<file path="src/rtl/row_scan_pkg.sv">
package row_scan_pkg;

    // Drive levels, highest voltage first
    typedef enum logic [1:0] {
        LVL_TOP  = 2'b00,
        LVL_UMID = 2'b01,
        LVL_LMID = 2'b10,
        LVL_LOW  = 2'b11
    } drive_lvl_e;

    // Chain configuration
    typedef struct packed {
        logic fwd;    // 1: row 1 toward row 240
        logic split;  // 1: two halves
    } scan_cfg_t;

    // Serial feeds into the chain
    typedef struct packed {
        logic lo_in;   // row-1 end
        logic hi_in;   // row-240 end
        logic aux_in;  // second half in split mode
    } scan_feed_t;

    function automatic drive_lvl_e encode_level(
        input logic blank_n,
        input logic inv,
        input logic bit_v
    );
        drive_lvl_e lvl;
        if (!blank_n) begin
            lvl = LVL_LOW;
        end else begin
            unique case ({inv, bit_v})
                2'b00:   lvl = LVL_LMID;
                2'b01:   lvl = LVL_TOP;
                2'b10:   lvl = LVL_UMID;
                default: lvl = LVL_LOW;
            endcase
        end
        return lvl;
    endfunction

endpackage

</file>
<file path="src/rtl/rs_edge_detect.sv">
module rs_edge_detect (
    input  logic clk,
    input  logic rst,
    input  logic pulse_i,
    output logic fall_o
);
    logic pulse_q;

    always_ff @(posedge clk) begin
        if (rst) pulse_q <= 1'b0;
        else     pulse_q <= pulse_i;
    end

    assign fall_o = pulse_q & ~pulse_i;
endmodule

</file>
<file path="src/rtl/rs_scan_chain.sv">
module rs_scan_chain
    import row_scan_pkg::*;
#(
    parameter int N_STAGES = 240
) (
    input  logic                clk,
    input  logic                rst,
    input  logic                clear,
    input  logic                shift_en,
    input  scan_cfg_t           cfg,
    input  scan_feed_t          feed,
    output logic [N_STAGES-1:0] stage_q
);
    localparam int HALF = N_STAGES / 2;

    logic [N_STAGES-1:0] from_lo;
    logic [N_STAGES-1:0] from_hi;
    logic [N_STAGES-1:0] nxt;

    for (genvar i = 0; i < N_STAGES; i++) begin : g_stage
        // Neighbour on the row-1 side (used when moving forward)
        if (i == 0) begin : g_lo_end
            assign from_lo[i] = feed.lo_in;
        end else if (i == HALF) begin : g_lo_split
            assign from_lo[i] = cfg.split ? feed.aux_in : stage_q[i-1];
        end else begin : g_lo_mid
            assign from_lo[i] = stage_q[i-1];
        end

        // Neighbour on the row-240 side (used when moving backward)
        if (i == N_STAGES-1) begin : g_hi_end
            assign from_hi[i] = feed.hi_in;
        end else if (i == HALF-1) begin : g_hi_split
            assign from_hi[i] = cfg.split ? feed.aux_in : stage_q[i+1];
        end else begin : g_hi_mid
            assign from_hi[i] = stage_q[i+1];
        end

        assign nxt[i] = cfg.fwd ? from_lo[i] : from_hi[i];
    end

    always_ff @(posedge clk) begin
        if (rst || clear)  stage_q <= '0;
        else if (shift_en) stage_q <= nxt;
    end
endmodule

</file>
<file path="src/rtl/rs_level_enc.sv">
module rs_level_enc
    import row_scan_pkg::*;
#(
    parameter int N_STAGES = 240
) (
    input  logic                  blank_n,
    input  logic                  inv,
    input  logic [N_STAGES-1:0]   stage_q,
    output logic [2*N_STAGES-1:0] lvl_code
);
    for (genvar i = 0; i < N_STAGES; i++) begin : g_enc
        assign lvl_code[2*i +: 2] = encode_level(blank_n, inv, stage_q[i]);
    end
endmodule

</file>
<file path="src/rtl/row_scan_reg.sv">
module row_scan_reg
    import row_scan_pkg::*;
#(
    parameter int N_STAGES = 240
) (
    input  logic                  clk,
    input  logic                  rst,
    input  logic                  line_pulse,
    input  logic                  dir_fwd,
    input  logic                  split_mode,
    input  logic                  frame_inv,
    input  logic                  blank_n,
    input  logic                  end_a_in,
    input  logic                  end_b_in,
    input  logic                  aux_in,
    output logic                  end_a_out,
    output logic                  end_a_oe,
    output logic                  end_b_out,
    output logic                  end_b_oe,
    output logic [2*N_STAGES-1:0] lvl_code
);
    logic                lp_fall;
    logic                shift_en;
    logic [N_STAGES-1:0] stage_q;
    scan_cfg_t           cfg;
    scan_feed_t          feed;

    assign cfg      = '{fwd: dir_fwd, split: split_mode};
    assign feed     = '{lo_in: end_a_in, hi_in: end_b_in, aux_in: aux_in};
    assign shift_en = lp_fall & blank_n;

    rs_edge_detect u_edge (
        .clk     (clk),
        .rst     (rst),
        .pulse_i (line_pulse),
        .fall_o  (lp_fall)
    );

    rs_scan_chain #(.N_STAGES(N_STAGES)) u_chain (
        .clk      (clk),
        .rst      (rst),
        .clear    (~blank_n),
        .shift_en (shift_en),
        .cfg      (cfg),
        .feed     (feed),
        .stage_q  (stage_q)
    );

    rs_level_enc #(.N_STAGES(N_STAGES)) u_enc (
        .blank_n  (blank_n),
        .inv      (frame_inv),
        .stage_q  (stage_q),
        .lvl_code (lvl_code)
    );

    // End pin steering: the downstream end drives
    assign end_a_oe  = ~dir_fwd;
    assign end_b_oe  = dir_fwd;
    assign end_a_out = ~dir_fwd & stage_q[0];
    assign end_b_out = dir_fwd & stage_q[N_STAGES-1];
endmodule

</file>
<file path="config.mk">
export PLATFORM = sky130hd
export DESIGN_NAME = row_scan_reg
export DESIGN_NICKNAME = d
export VERILOG_FILES = /design/src/rtl/row_scan_pkg.sv /design/src/rtl/rs_edge_detect.sv /design/src/rtl/rs_scan_chain.sv /design/src/rtl/rs_level_enc.sv /design/src/rtl/row_scan_reg.sv
export SDC_FILE = /design/constraint.sdc
export NUM_CORES = 1
export LEC_CHECK = 0
export BUFFER_PORTS_ARGS = -buffer_cell sky130_fd_sc_hd__buf_2
export CAP_MARGIN = 15
export CORE_MARGIN = 4
export CORE_UTILIZATION = 46
export DETAILED_ROUTE_END_ITERATION = 8
export GPL_ROUTABILITY_DRIVEN = 0
export MAX_ROUTING_LAYER = met4
export PLACE_DENSITY = 0.73
export SETUP_SLACK_MARGIN = 0.5
export SLEW_MARGIN = 30
export SYNTH_ARGS = -nofsm -noshare
export SYNTH_HDL_FRONTEND = slang
export SYNTH_HIERARCHICAL = 1
export SYNTH_SLANG_ARGS = --single-unit
</file>
<file path="constraint.sdc">
create_clock -name clk -period 8.75 [get_ports clk]
set_input_delay 1.3125 -clock clk [delete_from_list [all_inputs] [get_ports clk]]
set_output_delay 1.3125 -clock clk [all_outputs]
set_load 0.005 [all_outputs]
</file>
==> results.py <==
metrics = {
    "grt": {
        "grt_pass1_vias": 11300,
        "grt_antenna_before_repair": 0,
        "grt_max_degree": 250,
        "grt_use_total_pct": 18.2,
        "grt_pass1_wl_um": 59400,
        "grt-ovfl-total": 0,
    },
    "logic_synthesis": {
        "synth_seq_cells": 241,
        "yosysSeqAreaShare_pct": 30.3,
        "synth-async-reset-ratio_pct": 0,
        "syn_area_mm2": 0.0159,
        "synth_edf_count": 0,
        "synthFlopType": "dfxtp_1",
        "yosysMostFrequentCell": "buf_4",
        "synth_area_per_cell_um2": 8.57,
        "synth_top_cell_by_area": "dfxtp_1",
        "ys_types": 26,
        "synth_top_cell_area_share_pct": 30.3,
        "synth.net_count": 1875,
        "synth_common_cells": "buf_4 (253), dfxtp_1 (241), nand2_1 (240), nor2_1 (240), mux2i_1 (239)",
        "yosys_warnings": 6,
        "synth_cells": 1861,
        "yosys-top-cells-area": "dfxtp_1 (30%), mux2i_1 (15%), xor2_1 (13%)",
    },
    "hold_path": {
        "hold_path_depth": 2,
        "hp-class": "reg2reg",
        "min-delay-start": "u_chain/stage_q[227]",
        "hold_end": "u_chain/stage_q[227]",
    },
    "clock_network": {
        "cts.clk_slew.worst_paths_ps": 60,
        "clkSinkCount": 241,
        "cts_buffer_depth": 3,
        "numCtsBuffers": 27,
        "cts_resized": 0,
        "htreeDepth": 1,
        "clkLatencyLatePin_ps": 540,
        "cts_setup_buffers": 0,
        "cts_tree": "done",
        "root_buffer": "clkbuf_16",
        "ctsHoldBuffers": 0,
    },
    "sta": {
        "fmax_mhz": 209,
        "rsz0062_at_grt": "no",
        "final_hold_viol_count": 0,
        "setup_viol": 0,
        "worstMarginPinSlew_ps": 1000,
        "slew_violations": 0,
        "finalCriticalPeriod_ps": 4800,
        "fin_crit_sh_pct": 54.8,
        "clock_skew_ps": 13.5,
        "slew-limit-headroom_pct": 33.1,
        "setup_tns_ps": 0,
    },
    "worst_setup_path": {
        "rr_startpoint": "u_edge/pulse_q",
        "crit_arrival_ps": 3480,
        "reg2reg_to": "u_chain/stage_q[120]",
        "worstPathRequired_ps": 7440,
        "crit_path_end_kind": "output port",
        "crit_path_max_fanout": 159,
        "critPathLaunchType": "input port",
        "critPathKind": "in2out",
        "reg2reg_depth": 7,
        "r2r_slack_ps": 6250,
    },
    "power_and_ir_drop": {
        "p_total_mw": 2.75,
        "ir_worst_vdd_mv": 0.138,
        "powerDensity_mw_per_mm2": 159,
        "leakagePower_nw": 7.43,
    },
    "finish": {
        "area_growth_pct": 8.27,
        "drive_gt1_share_pct": 27.3,
        "postLayoutCoreUtil_pct": 51.0,
        "final_nets": 2011,
        "antennaDiodeCount": 0,
        "instances_no_fill": 2465,
    },
    "die": {
        "io_pins": 494,
        "initial_core_util_pct": 47.1,
        "die_h_um": 194,
        "rows": 67,
        "dieWidth_um": 194,
        "core_mm2": 0.0339,
        "dieArea_mm2": 0.0377,
    },
    "placement": {
        "dp_cells": 2414,
        "numPortBuffers": 493,
        "dp_hpwl_um": 23900,
    },
    "drt": {
        "wl_um": 36600,
        "drtAntennaViolNets": 0,
        "first_pass_iters": 4,
        "drc": 0,
        "first_iter_violations": 671,
        "num_vias": 12400,
        "post_drt_wl_per_cell_um": 14.8,
        "vias_per_cell": 5.05,
    },
    "run": {
        "drv_cap": 0,
    },
    "outcome": {
        "outcome": "complete, no violations",
    },
}
power by group:
part	switching (mW)	total, mW	internal [mW]
Combinational	0.235	0.407	0.172
Clock	0.459	1.21	0.754
Sequential	0.0193	1.13	1.11
Total	0.714	2.75	2.04
cells by family after synthesis:
family / after synthesis / share of synthesized area (%)
multiplexers: 240 / 15.1
adder cells (fa/ha/maj): 4 / 0.314
AO/OA/AOI/OAI: 243 / 11.4
XOR/XNOR: 238 / 13.1
buffers and inverters: 403 / 18.1
flip-flops: 241 / 30.3
AND/OR/NAND/NOR: 492 / 11.8
metal layers:
layer	vias to the layer above	global-route usage, %	part of all wire [%]
met5	-	-	0
met4	0	5.91	3.0
met3	75	2.68	5.1
met2	339	30.3	49
met1	5764	22.9	43
li1	6260	-	-
registers in the layout, indices dropped and copies added, names as in the netlist:
name,count
u_edge/pulse_q,1
u_chain/stage_q,240
cells in the final DEF (no fill, tap or decap), types with 2 or more instances in the layout:
cell and count:
clkbuf_1 10, nand2b_1 5, nor2b_1 2, clkbuf_8 4
bufinv_16 5, nand2_1 240, a21oi_1 2, buf_2 490
xor2_1 238, clkbuf_16 27, dfxtp_1 241, buf_8 2
buf_12 3, buf_6 5, nor2_1 240, buf_4 5
a211oi_1 238, ha_1 4, inv_1 4, mux2i_1 239
worst max-delay path, stage by stage:
cell	delay, ps
buf_8	560
nand2b_4	620
buf_6	590
buf_2	240
final cells by class:
type,instances,area (µm²)
multi-input combinational,1217,8250
sequential,241,4820
inverter,4,15.0
clock inverter,8,184
fill,3219,16600
clock buffer,41,768
tap,448,561
timing repair buffer,506,2660
worst max path at each step:
stage | from | to | depth (start not counted)
global placement | frame_inv | lvl_code[406] | 4
CTS | frame_inv | lvl_code[406] | 4
detailed placement | frame_inv | lvl_code[406] | 4
floorplan | frame_inv | lvl_code[100] | 5
global route | frame_inv | lvl_code[406] | 4
finish | frame_inv | lvl_code[406] | 4
through the flow:
stage                     area, µm²  hold slack [ps]  setup WS [ps]
after floorplan               15900              479            881
after global placement        16200              502           3790
after detailed placement      16300              516           3640
after CTS                     17200              527           3630
after global routing          17300              550           3600
final                         17300              523           3950
No activity file was read; power rests on OpenSTA's default activity.
